## config.mk

```make
export PLATFORM = sky130hd
export DESIGN_NAME = cluster_sparsifier
export DESIGN_NICKNAME = d
export VERILOG_FILES = /design/src/rtl/cf_pkg.sv /design/src/rtl/cf_window_hits.sv /design/src/rtl/cf_mark_dilate.sv /design/src/rtl/cf_emitter.sv /design/src/rtl/cf_fifo.sv /design/src/rtl/cluster_sparsifier.sv
export SDC_FILE = /design/constraint.sdc
export NUM_CORES = 1
export LEC_CHECK = 0
export ABC_AREA = 1
export BUFFER_PORTS_ARGS = -buffer_cell sky130_fd_sc_hd__buf_2
export CAP_MARGIN = 40
export CORE_UTILIZATION = 43
export CTS_CLUSTER_DIAMETER = 200
export DETAILED_ROUTE_END_ITERATION = 12
export PLACE_DENSITY_LB_ADDON = 0.05
export SKIP_LAST_GASP = 1
export SYNTH_ARGS = -nofsm -noshare
export SYNTH_HDL_FRONTEND = slang
export SYNTH_SLANG_ARGS = --single-unit
export TNS_END_PERCENT = 20
```

## constraint.sdc

```tcl
create_clock -name clk_i -period 3.9 [get_ports clk_i]
set_input_delay 0.585 -clock clk_i [delete_from_list [all_inputs] [get_ports clk_i]]
set_output_delay 0.585 -clock clk_i [all_outputs]
set_load 0.02 [all_outputs]
```

## src/rtl/cf_pkg.sv

```systemverilog
package cf_pkg;
  typedef enum logic [1:0] {
    ST_RUN   = 2'd0,
    ST_FLUSH = 2'd1,
    ST_DRAIN = 2'd2
  } step_state_e;
endpackage

```

## src/rtl/cf_window_hits.sv

```systemverilog
module cf_window_hits #(
  parameter int NUM_COLS  = 8,
  parameter int SAMPLE_W  = 5,
  parameter int THRESHOLD = 20
) (
  input  logic [NUM_COLS*SAMPLE_W-1:0] upper_i,
  input  logic [NUM_COLS*SAMPLE_W-1:0] lower_i,
  output logic [NUM_COLS-2:0]          hit_o
);
  for (genvar c = 0; c < NUM_COLS - 1; c++) begin : g_win
    logic [31:0] sum;
    assign sum = 32'(upper_i[c*SAMPLE_W +: SAMPLE_W])
               + 32'(upper_i[(c+1)*SAMPLE_W +: SAMPLE_W])
               + 32'(lower_i[c*SAMPLE_W +: SAMPLE_W])
               + 32'(lower_i[(c+1)*SAMPLE_W +: SAMPLE_W]);
    assign hit_o[c] = (sum >= 32'(THRESHOLD));
  end
endmodule

```

## src/rtl/cf_mark_dilate.sv

```systemverilog
module cf_mark_dilate #(
  parameter int NUM_COLS = 8
) (
  input  logic [NUM_COLS-2:0] hit_i,
  output logic [NUM_COLS-1:0] mark_o
);
  // window at column c covers columns c-1 .. c+2, clipped at the edges
  always_comb begin
    mark_o = '0;
    for (int x = 0; x < NUM_COLS; x++) begin
      for (int c = 0; c < NUM_COLS - 1; c++) begin
        if ((c + 2 >= x) && (c <= x + 1)) mark_o[x] = mark_o[x] | hit_i[c];
      end
    end
  end
endmodule

```

## src/rtl/cf_emitter.sv

```systemverilog
module cf_emitter #(
  parameter int NUM_COLS = 8,
  parameter int SAMPLE_W = 5,
  parameter int ROW_W    = 6,
  parameter int COL_W    = 3
) (
  input  logic                         clk_i,
  input  logic                         rst_ni,
  input  logic                         load_i,
  input  logic [ROW_W-1:0]             load_row_i,
  input  logic [NUM_COLS*SAMPLE_W-1:0] load_data_i,
  input  logic [NUM_COLS-1:0]          load_mask_i,
  input  logic                         full_i,
  output logic                         idle_o,
  output logic                         push_o,
  output logic [ROW_W-1:0]             rec_row_o,
  output logic [COL_W-1:0]             rec_col_o,
  output logic [SAMPLE_W-1:0]          rec_val_o
);
  logic [NUM_COLS*SAMPLE_W-1:0] data_q;
  logic [NUM_COLS-1:0]          mask_q;
  logic [ROW_W-1:0]             row_q;
  logic [COL_W-1:0]             sel;

  always_comb begin
    sel = '0;
    for (int i = NUM_COLS - 1; i >= 0; i--) begin
      if (mask_q[i]) sel = COL_W'(i);
    end
  end

  assign idle_o    = (mask_q == '0);
  assign push_o    = !idle_o && !full_i;
  assign rec_row_o = row_q;
  assign rec_col_o = sel;
  assign rec_val_o = data_q[sel*SAMPLE_W +: SAMPLE_W];

  always_ff @(posedge clk_i or negedge rst_ni) begin
    if (!rst_ni) begin
      data_q <= '0;
      mask_q <= '0;
      row_q  <= '0;
    end else if (load_i) begin
      data_q <= load_data_i;
      mask_q <= load_mask_i;
      row_q  <= load_row_i;
    end else if (push_o) begin
      mask_q[sel] <= 1'b0;
    end
  end

  // a new row may only be taken when the previous one is fully serialised
  a_r9_load_when_idle: assert property (@(posedge clk_i) disable iff (!rst_ni)
    load_i |-> idle_o);
endmodule

```

## src/rtl/cf_fifo.sv

```systemverilog
module cf_fifo #(
  parameter int W     = 14,
  parameter int DEPTH = 4
) (
  input  logic         clk_i,
  input  logic         rst_ni,
  input  logic         push_i,
  input  logic [W-1:0] data_i,
  output logic         full_o,
  input  logic         pop_i,
  output logic         valid_o,
  output logic [W-1:0] data_o
);
  localparam int PTR_W = (DEPTH > 1) ? $clog2(DEPTH) : 1;

  logic [W-1:0]     mem_q [DEPTH];
  logic [PTR_W-1:0] wr_q, rd_q;
  logic [PTR_W:0]   cnt_q;
  logic             do_pop, do_push;

  assign valid_o = (cnt_q != '0);
  assign full_o  = (cnt_q == (PTR_W+1)'(DEPTH));
  assign data_o  = mem_q[rd_q];
  assign do_pop  = pop_i && valid_o;
  assign do_push = push_i && !full_o;

  function automatic logic [PTR_W-1:0] nxt(input logic [PTR_W-1:0] p);
    return (p == PTR_W'(DEPTH - 1)) ? '0 : p + 1'b1;
  endfunction

  always_ff @(posedge clk_i or negedge rst_ni) begin
    if (!rst_ni) begin
      wr_q  <= '0;
      rd_q  <= '0;
      cnt_q <= '0;
      for (int i = 0; i < DEPTH; i++) mem_q[i] <= '0;
    end else begin
      if (do_push) begin
        mem_q[wr_q] <= data_i;
        wr_q        <= nxt(wr_q);
      end
      if (do_pop) rd_q <= nxt(rd_q);
      if (do_push && !do_pop)      cnt_q <= cnt_q + 1'b1;
      else if (do_pop && !do_push) cnt_q <= cnt_q - 1'b1;
    end
  end

  a_r8_no_overflow: assert property (@(posedge clk_i) disable iff (!rst_ni)
    push_i |-> !full_o);

  a_r8_hold_stalled: assert property (@(posedge clk_i) disable iff (!rst_ni)
    (valid_o && !pop_i) |=> (valid_o && $stable(data_o)));
endmodule

```

## src/rtl/cluster_sparsifier.sv

```systemverilog
module cluster_sparsifier
  import cf_pkg::*;
#(
  parameter int NUM_COLS   = 8,
  parameter int SAMPLE_W   = 5,
  parameter int ROW_W      = 6,
  parameter int THRESHOLD  = 20,
  parameter int FIFO_DEPTH = 4
) (
  input  logic                                       clk_i,
  input  logic                                       rst_ni,
  input  logic                                       pix_valid_i,
  output logic                                       pix_ready_o,
  input  logic                                       pix_eof_i,
  input  logic [NUM_COLS*SAMPLE_W-1:0]               pix_data_i,
  output logic                                       rec_valid_o,
  input  logic                                       rec_ready_i,
  output logic [ROW_W-1:0]                           rec_row_o,
  output logic [((NUM_COLS>1)?$clog2(NUM_COLS):1)-1:0] rec_col_o,
  output logic [SAMPLE_W-1:0]                        rec_val_o,
  output logic                                       frame_done_o
);
  localparam int COL_W    = (NUM_COLS > 1) ? $clog2(NUM_COLS) : 1;
  localparam int ROW_BITS = NUM_COLS * SAMPLE_W;
  localparam int REC_W    = ROW_W + COL_W + SAMPLE_W;
  localparam int CNT_W    = ROW_W + 1;

  step_state_e          st_q;
  logic                 flush_second_q;
  logic [CNT_W-1:0]     k_q;          // index of the next row to arrive
  logic [ROW_BITS-1:0]  row1_q, row2_q; // rows k-1 and k-2
  logic [NUM_COLS-2:0]  h1_q, h2_q, h3_q; // hits of windows topped at k-2, k-3, k-4
  logic                 done_q;

  logic                 em_idle, em_push, fifo_full, fifo_valid;
  logic [ROW_W-1:0]     em_row;
  logic [COL_W-1:0]     em_col;
  logic [SAMPLE_W-1:0]  em_val;
  logic [REC_W-1:0]     fifo_out;

  logic                 accept, flush_step, step, load, drain_done;
  logic [NUM_COLS-2:0]  win_hit, new_h;
  logic [NUM_COLS-1:0]  mark;
  logic [ROW_W-1:0]     load_row;

  assign pix_ready_o = (st_q == ST_RUN) && em_idle;
  assign accept      = pix_valid_i && pix_ready_o;
  assign flush_step  = (st_q == ST_FLUSH) && em_idle;
  assign step        = accept || flush_step;
  assign drain_done  = (st_q == ST_DRAIN) && em_idle && !fifo_valid;

  cf_window_hits #(
    .NUM_COLS (NUM_COLS),
    .SAMPLE_W (SAMPLE_W),
    .THRESHOLD(THRESHOLD)
  ) u_hits (
    .upper_i(row1_q),
    .lower_i(pix_data_i),
    .hit_o  (win_hit)
  );

  // windows need a real row below the previous one; flush rows carry none
  assign new_h = (accept && (k_q != '0)) ? win_hit : '0;

  cf_mark_dilate #(.NUM_COLS(NUM_COLS)) u_dilate (
    .hit_i (h1_q | h2_q | h3_q | new_h),
    .mark_o(mark)
  );

  assign load     = step && (k_q >= CNT_W'(2));
  assign load_row = ROW_W'(k_q - CNT_W'(2));

  cf_emitter #(
    .NUM_COLS(NUM_COLS),
    .SAMPLE_W(SAMPLE_W),
    .ROW_W   (ROW_W),
    .COL_W   (COL_W)
  ) u_emit (
    .clk_i      (clk_i),
    .rst_ni     (rst_ni),
    .load_i     (load),
    .load_row_i (load_row),
    .load_data_i(row2_q),
    .load_mask_i(mark),
    .full_i     (fifo_full),
    .idle_o     (em_idle),
    .push_o     (em_push),
    .rec_row_o  (em_row),
    .rec_col_o  (em_col),
    .rec_val_o  (em_val)
  );

  cf_fifo #(.W(REC_W), .DEPTH(FIFO_DEPTH)) u_fifo (
    .clk_i  (clk_i),
    .rst_ni (rst_ni),
    .push_i (em_push),
    .data_i ({em_row, em_col, em_val}),
    .full_o (fifo_full),
    .pop_i  (rec_ready_i),
    .valid_o(fifo_valid),
    .data_o (fifo_out)
  );

  assign rec_valid_o  = fifo_valid;
  assign {rec_row_o, rec_col_o, rec_val_o} = fifo_out;
  assign frame_done_o = done_q;

  always_ff @(posedge clk_i or negedge rst_ni) begin
    if (!rst_ni) begin
      st_q           <= ST_RUN;
      flush_second_q <= 1'b0;
      k_q            <= '0;
      row1_q         <= '0;
      row2_q         <= '0;
      h1_q           <= '0;
      h2_q           <= '0;
      h3_q           <= '0;
      done_q         <= 1'b0;
    end else begin
      done_q <= drain_done;
      if (drain_done) begin
        st_q   <= ST_RUN;
        k_q    <= '0;
        row1_q <= '0;
        row2_q <= '0;
        h1_q   <= '0;
        h2_q   <= '0;
        h3_q   <= '0;
      end else if (step) begin
        row2_q <= row1_q;
        row1_q <= accept ? pix_data_i : '0;
        h3_q   <= h2_q;
        h2_q   <= h1_q;
        h1_q   <= new_h;
        k_q    <= k_q + 1'b1;
        if (accept && pix_eof_i) begin
          st_q           <= ST_FLUSH;
          flush_second_q <= 1'b0;
        end else if (flush_step) begin
          if (flush_second_q) st_q <= ST_DRAIN;
          else flush_second_q <= 1'b1;
        end
      end
    end
  end

  // ordering tracker for a_r5_row_major
  logic             have_last_q;
  logic [ROW_W-1:0] last_row_q;
  logic [COL_W-1:0] last_col_q;

  always_ff @(posedge clk_i or negedge rst_ni) begin
    if (!rst_ni) begin
      have_last_q <= 1'b0;
      last_row_q  <= '0;
      last_col_q  <= '0;
    end else if (frame_done_o) begin
      have_last_q <= 1'b0;
    end else if (rec_valid_o && rec_ready_i) begin
      have_last_q <= 1'b1;
      last_row_q  <= rec_row_o;
      last_col_q  <= rec_col_o;
    end
  end

  a_r5_row_major: assert property (@(posedge clk_i) disable iff (!rst_ni)
    (rec_valid_o && rec_ready_i && have_last_q) |->
      ((rec_row_o > last_row_q) || ((rec_row_o == last_row_q) && (rec_col_o > last_col_q))));

  a_r9_stall_after_eof: assert property (@(posedge clk_i) disable iff (!rst_ni)
    (pix_valid_i && pix_ready_o && pix_eof_i) |=> !pix_ready_o);

  a_r10_done_single: assert property (@(posedge clk_i) disable iff (!rst_ni)
    frame_done_o |=> !frame_done_o);

  a_r10_done_empty: assert property (@(posedge clk_i) disable iff (!rst_ni)
    frame_done_o |-> !rec_valid_o);
endmodule

```

Yosys cells after proc, flatten, opt, wreduce, memory -nomap -nowiden

Cells that the tools add are included.

Add/sub/neg operators: 27
Multiply operators: 1
$lt $le $gt $ge: 13
Equal/unequal tests: 5
Shift-type cells: 1
Mux-type cells: 43
Bitwise gates (word level): 23
Reduce and logical (&&, ||, !) cells: 33

Operators with widths:

| operator                                              | number |
|---|---|
| adder 32 x 5 -> 32 bit                                | 14 |
| >= comparator 32 x 5 -> 1 bit (second input constant) | 7 |
| 2-to-1 mux 40 bit                                     | 5 |
| 2-to-1 mux 7 bit                                      | 9 |
| bitwise mux 56 bit                                    | 1 |
| adder 5 x 5 -> 6 bit                                  | 7 |
| 2-to-1 mux 14 bit                                     | 3 |
| variable part select 40 x 7 -> 5 bit                  | 1 |
| 2-to-1 mux 3 bit                                      | 10 |
| binary-select mux 14 bit (select 2 bit)               | 1 |
| demux 14 bit (select 2 bit)                           | 1 |
| bitwise OR 7 bit                                      | 3 |
| 2-to-1 mux 8 bit                                      | 2 |
| logical AND 1 bit                                     | 15 |
| bitwise OR 1 bit                                      | 15 |
| 2-to-1 mux 2 bit                                      | 7 |
| nonzero test 3 bit                                    | 3 |
| AND 8 bit                                             | 1 |
| zero test 8 bit                                       | 1 |
| inverter 8 bit                                        | 1 |
| nonzero test 2 bit                                    | 4 |
| adder 7 x 1 -> 7 bit (second input constant)          | 1 |
| >= comparator 7 x 2 -> 1 bit (second input constant)  | 1 |
| nonzero test 7 bit                                    | 1 |
| 20 further kinds                                      | 32 |

Register bits: 229
Input port bits: 45
Logic and storage cells: 165

Longest topological paths before layout

Depth in word-level cells: 16
Gate-level depth with buffers: 21
Depth with buffers taken out: 21

Hierarchy

A second synthesis with hierarchy kept.

Cell total of the unflattened synthesis: 1,645
Area, all modules: 13,735.7 um^2

By module, submodules not included:

| module             | instances | cells each | area an instance (um^2) | seq. area each (um^2) |
|---|---|---|---|---|
| cluster_sparsifier | 1         | 486        | 4,689.5                 | 2,802.7 |
| cf_fifo            | 1         | 405        | 3,259.4                 | 1,576.5 |
| cf_window_hits     | 1         | 380        | 3,040.4                 | 0.0 |
| cf_emitter         | 1         | 358        | 2,676.3                 | 1,351.3 |
| cf_mark_dilate     | 1         | 16         | 70.1                    | 0.0 |

Worst setup path after synthesis

No wires, ideal clock.

Kind: reg2reg
Start point: register row1_q[5]
End point: register u_emit.mask_q[1]
Data arrival time: 3.089 ns
Setup slack: 0.699 ns
Cell stages (with the launch flop): 21
Buffers on the path: 0
Clock period less this slack: 3.201 ns
Cells stage by stage: dfrtp_1 -> ha_1 -> fa_1 -> inv_1 -> fa_1 -> inv_1 -> ha_1 -> inv_1 -> fa_1 -> inv_1 -> nand3_1 -> nand3_1 -> nand2_1 -> nor2_1 -> nand2_1 -> a21boi_0 -> nand2_1 -> nand2_1 -> nand3_1 -> nand2_1 -> inv_1

Word-level cells in the longest chain between the ends: 9

RTL lines:

| what                             | RTL line                  | source |
|---|---|---|
| start: declaration               | cluster_sparsifier.sv:31  | `logic [ROW_BITS-1:0] row1_q, row2_q;` |
| start signal: assignment         | cluster_sparsifier.sv:131 | `row1_q <= accept ? pix_data_i : '0;` |
| adder 5 x 5 -> 6 bit             | cf_window_hits.sv:13      | `+ 32'(upper_i[(c+1)*SAMPLE_W +: SAMPLE_W])` |
| adder 32 x 5 -> 32 bit           | cf_window_hits.sv:14      | `+ 32'(lower_i[c*SAMPLE_W +: SAMPLE_W])` |
| adder 32 x 5 -> 32 bit           | cf_window_hits.sv:15      | `+ 32'(lower_i[(c+1)*SAMPLE_W +: SAMPLE_W]);` |
| >= comparator 32 x 5 -> 1 bit    | cf_window_hits.sv:16      | `assign hit_o[c] = (sum >= 32'(THRESHOLD));` |
| 2-to-1 mux 7 bit *               | cluster_sparsifier.sv:63  | `assign new_h = (accept && (k_q != '0)) ? win_hit : '0;` |
| bitwise OR 7 bit *               | cluster_sparsifier.sv:66  | `.hit_i (h1_q \| h2_q \| h3_q \| new_h),` |
| bitwise OR 1 bit * (2 in series) | cf_mark_dilate.sv:12      | `if ((c + 2 >= x) && (c <= x + 1)) mark_o[x] = mark_o[x] \| hit_i[c];` |
| 2-to-1 mux 8 bit *               | cf_emitter.sv:43          | `end else if (load_i) begin` |
| end signal: assignment           | cf_emitter.sv:45          | `mask_q <= load_mask_i;` |
| end: declaration                 | cf_emitter.sv:21          | `logic [NUM_COLS-1:0] mask_q;` |

Every way passes the cells marked *; elsewhere a longest branch is shown, timed or not.
A chain may end at the register's enable or synchronous reset.

Worst setup path in the final report

Start point: register row1_q[20]
End point: register u_emit.mask_q[3]

Word-level cells in the longest chain between the ends: 9

RTL lines:

| what                          | RTL line |
|---|---|
| adder 5 x 5 -> 6 bit          | cf_window_hits.sv:13 |
| adder 32 x 5 -> 32 bit        | cf_window_hits.sv:14 |
| adder 32 x 5 -> 32 bit        | cf_window_hits.sv:15 |
| >= comparator 32 x 5 -> 1 bit | cf_window_hits.sv:16 |
| 2-to-1 mux 7 bit *            | cluster_sparsifier.sv:63 |
| bitwise OR 7 bit *            | cluster_sparsifier.sv:66 |
| bitwise OR 1 bit              | cf_mark_dilate.sv:12 |
| bitwise OR 1 bit *            | cf_mark_dilate.sv:12 |
| 2-to-1 mux 8 bit *            | cf_emitter.sv:43 |

Marks and branches as above.

==> qor.yml <==
final_layout:
  layout.nets: 1826
  postLayoutCellArea_sq_um: 15100
  antenna_cells: 0
  final_util_pct: 49.4
  drive_gt1_share_pct: 8.71
  final_cells: 2061
  syn2layout_area_growth_pct: 12.6
critical_path:
  worstPathRequired_ns: 4.31
  crit_type: "flop to flop"
  startpoint: "row1_q[20]"
  reg2reg_depth: 20
  arrival_ns: 4.02
  reg2reg_from: "row1_q[20]"
  path_max_fanout: 5
  start_kind: "flop"
  worst_setup_path_end_kind: "flop"
  crit_end: "u_emit.mask_q[3]"
  r2r_end: "u_emit.mask_q[3]"
  rrSetupSlack_ns: 0.30
floorplan:
  io_pins: 62
  start_util_pct: 43.8
  rows: 64
  die_h_um: 179
  dieArea_sq_um: 32000
  core_area_sq_um: 30700
  chipWidth_um: 179
synth:
  synth.yosys.seq_area_share_pct: 42.6
  syn_avg_cell_area_sq_um: 8.42
  async_flop_share_pct: 100
  ys_ff_latch: 229
  yosysMostFrequentCell: "nand2_1"
  ys_top_cells_by_count: "303 x nand2_1, 287 x inv_1, 229 x dfrtp_1, 121 x nand3_1, 120 x o21ai_0"
  synth_cell_types: 40
  synth_top_area_share_pct: 42.6
  synth_top_cell_by_area: "dfrtp_1"
  syn_nets: 1777
  synth_top_flop_cell: "dfrtp_1"
  synth-edff-count: 0
  synthTopCellsByArea: "dfrtp_1 43%, nand2_1 8.5%, inv_1 8.0%"
  syn_inst: 1596
  netlist_area_sq_um: 13400
  yosysWarnings: 0
timing:
  slew_headroom_pct: 44.8
  worst_slack_ns: 0.299
  fmaxAchievable_ghz: 0.278
  clock_skew_ns: 0.0115
  fin_tns_setup_ns: 0
  setup_viol: 0
  period_needed_ns: 3.60
  worst_slew_pin_slew_ns: 0.825
  slew_violations: 0
  layout_worst_path_cycle_share_pct: 92.3
  hold_viol: 0
  rsz0062_at_grt: "no"
  hold_slack_ns: 0.0792
global_route:
  antenna_found_initial: 0
  grt_max_degree: 95
  grt_pass1_wl_um: 53600
  overflow: 0
  grtUsageTotal_pct: 21.2
  grtUsageMet2_pct: 33.6
  use_met1_pct: 31.5
  use_met3_pct: 2.14
  grt-busiest-layer: "met2"
  grt_pass1_vias: 10100
pwr:
  ir_drop_uv: 569
  p_leak_nw: 7.95
  total_power_mw: 15.4
  power.density_nw_per_um2: 1020
run_status:
  status: "finished, final reports clean"
routing:
  routed_wl_um: 32100
  vias: 10300
  drtIter0Drc: 715
  wl_per_cell_um: 15.6
  drtAntennaViolNets: 0
  dr.pass1.iters: 5
  post-route-drc-count: 0
  post_drt_via_cell_ratio: 4.98
clock_tree:
  holdBufCountCts: 0
  cts.sinks: 229
  ctsRootBufferMaster: "clkbuf_16"
  cts_buffers: 26
  cts_max_level: 1
  cts_tree: "done"
  clock_path_buffers: 3
  worstSkewPairLatency_ns: 0.52
  path_clk_slew_ns: 0.06
place:
  placed_cell_area_sq_um: 14200
  dpl_worst_slack_ns: 0.334
  place_hpwl_um: 23300
  post-place-cells: 2013
  io_buffers: 61
  place_congestion: 0.790
job:
  cap_violations: 0
worst_hold_path:
  min_path_type: "input port to asynchronous set/reset pin"
==> worst min-delay path by stage <==
stage / slack (ns) / cells after the start / to
2_1_floorplan: 0.29 / 0 / flush_second_q
3_3_place_gp: 0.46 / 2 / u_fifo.mem_q[19]
3_5_place_dp: 0.46 / 2 / u_fifo.mem_q[15]
4_1_cts: 0.11 / 1 / st_q[0]
5_1_grt: 0.13 / 1 / st_q[0]
6_report: 0.08 / 1 / st_q[0]
==> layout by cell type (no fill, tap or decap), types with 4 or more instances in the layout <==
cell type  count
a21oi_1       44
and2_1         7
buf_2         60
buf_4         16
bufinv_16      5
clkbuf_1       4
clkbuf_16     27
clkbuf_8       7
dfrtp_1      229
fa_1          50
ha_1          86
inv_1        287
inv_2          6
nand2_1      302
nand3_1      121
nand3b_1       6
nand4_1       13
nor2_1        79
nor3_1         8
o21ai_0      120
o21ai_1       47
o21bai_1       8
o22ai_1       76
xnor2_1        9
xor2_1        16
==> state kept, by name (all words and copies together), names as in the netlist <==
| signal | cells |
|---|---|
| u_fifo.mem_q | 56 |
| frame_done_o | 1 |
| row1_q | 40 |
| h2_q | 7 |
| u_emit.rec_row_o | 6 |
| st_q | 2 |
| u_fifo.cnt_q | 3 |
| u_emit.data_q | 40 |
| u_fifo.rd_q | 2 |
| row2_q | 40 |
| u_emit.mask_q | 8 |
| k_q | 7 |
| h3_q | 7 |
| flush_second_q | 1 |
| h1_q | 7 |
| u_fifo.wr_q | 2 |
==> cell type report <==
class,count,area [sq um]
Clock buffer,38,787
Tap cell,396,495
Clock inverter,10,183
Timing Repair Buffer,79,483
Inverter,295,1110
Multi-Input combinational cell,1014,6350
Fill cell,3074,15500
Sequential cell,229,5730
==> metal layers <==
| metal | wire length [um] | vias to the layer above |
|---|---|---|
| met3 | 932 | 25 |
| met5 | 0 | - |
| li1 | - | 5210 |
| met1 | 16500 | 4895 |
| met2 | 14300 | 132 |
| met4 | 399 | 0 |
==> power breakdown <==
| part | total [mW] | internal (mW) | switching [mW] |
|---|---|---|---|
| Sequential | 4.08 | 3.39 | 0.687 |
| Clock | 2.71 | 1.73 | 0.988 |
| Combinational | 8.61 | 3.17 | 5.44 |
==> what timing repair did <==
action	4_1_cts	5_1_grt
buffers inserted	0	0
resized for setup	0	2
setup endpoints to repair	0	1
==> cells by family after synthesis <==
family / after synthesis / share of synthesized area, %
adders and majority gates: 136 / 15.4
AOI/OAI and AO/OA: 303 / 12.4
xor gates and xnor gates: 25 / 1.63
buffers and inverters: 353 / 10.2
muxes: 1 / 0.0837
and+or+nand+nor: 549 / 17.7
DFF: 229 / 42.6
==> critical path, cell delays in order, from the launching register on <==
cell,delay (ns)
dfrtp_1,0.46
ha_1,0.25
fa_1,0.49
inv_1,0.05
fa_1,0.44
inv_1,0.07
ha_1,0.20
inv_1,0.07
fa_1,0.38
inv_1,0.09
nand3_1,0.09
nand3_1,0.10
nand2_1,0.06
nor2_1,0.10
nand2_1,0.10
nand2_1,0.10
nand2_1,0.08
nor2_1,0.14
nand4_1,0.09
nand2_1,0.09
inv_1,0.03
(Power assumes the default switching activity.)
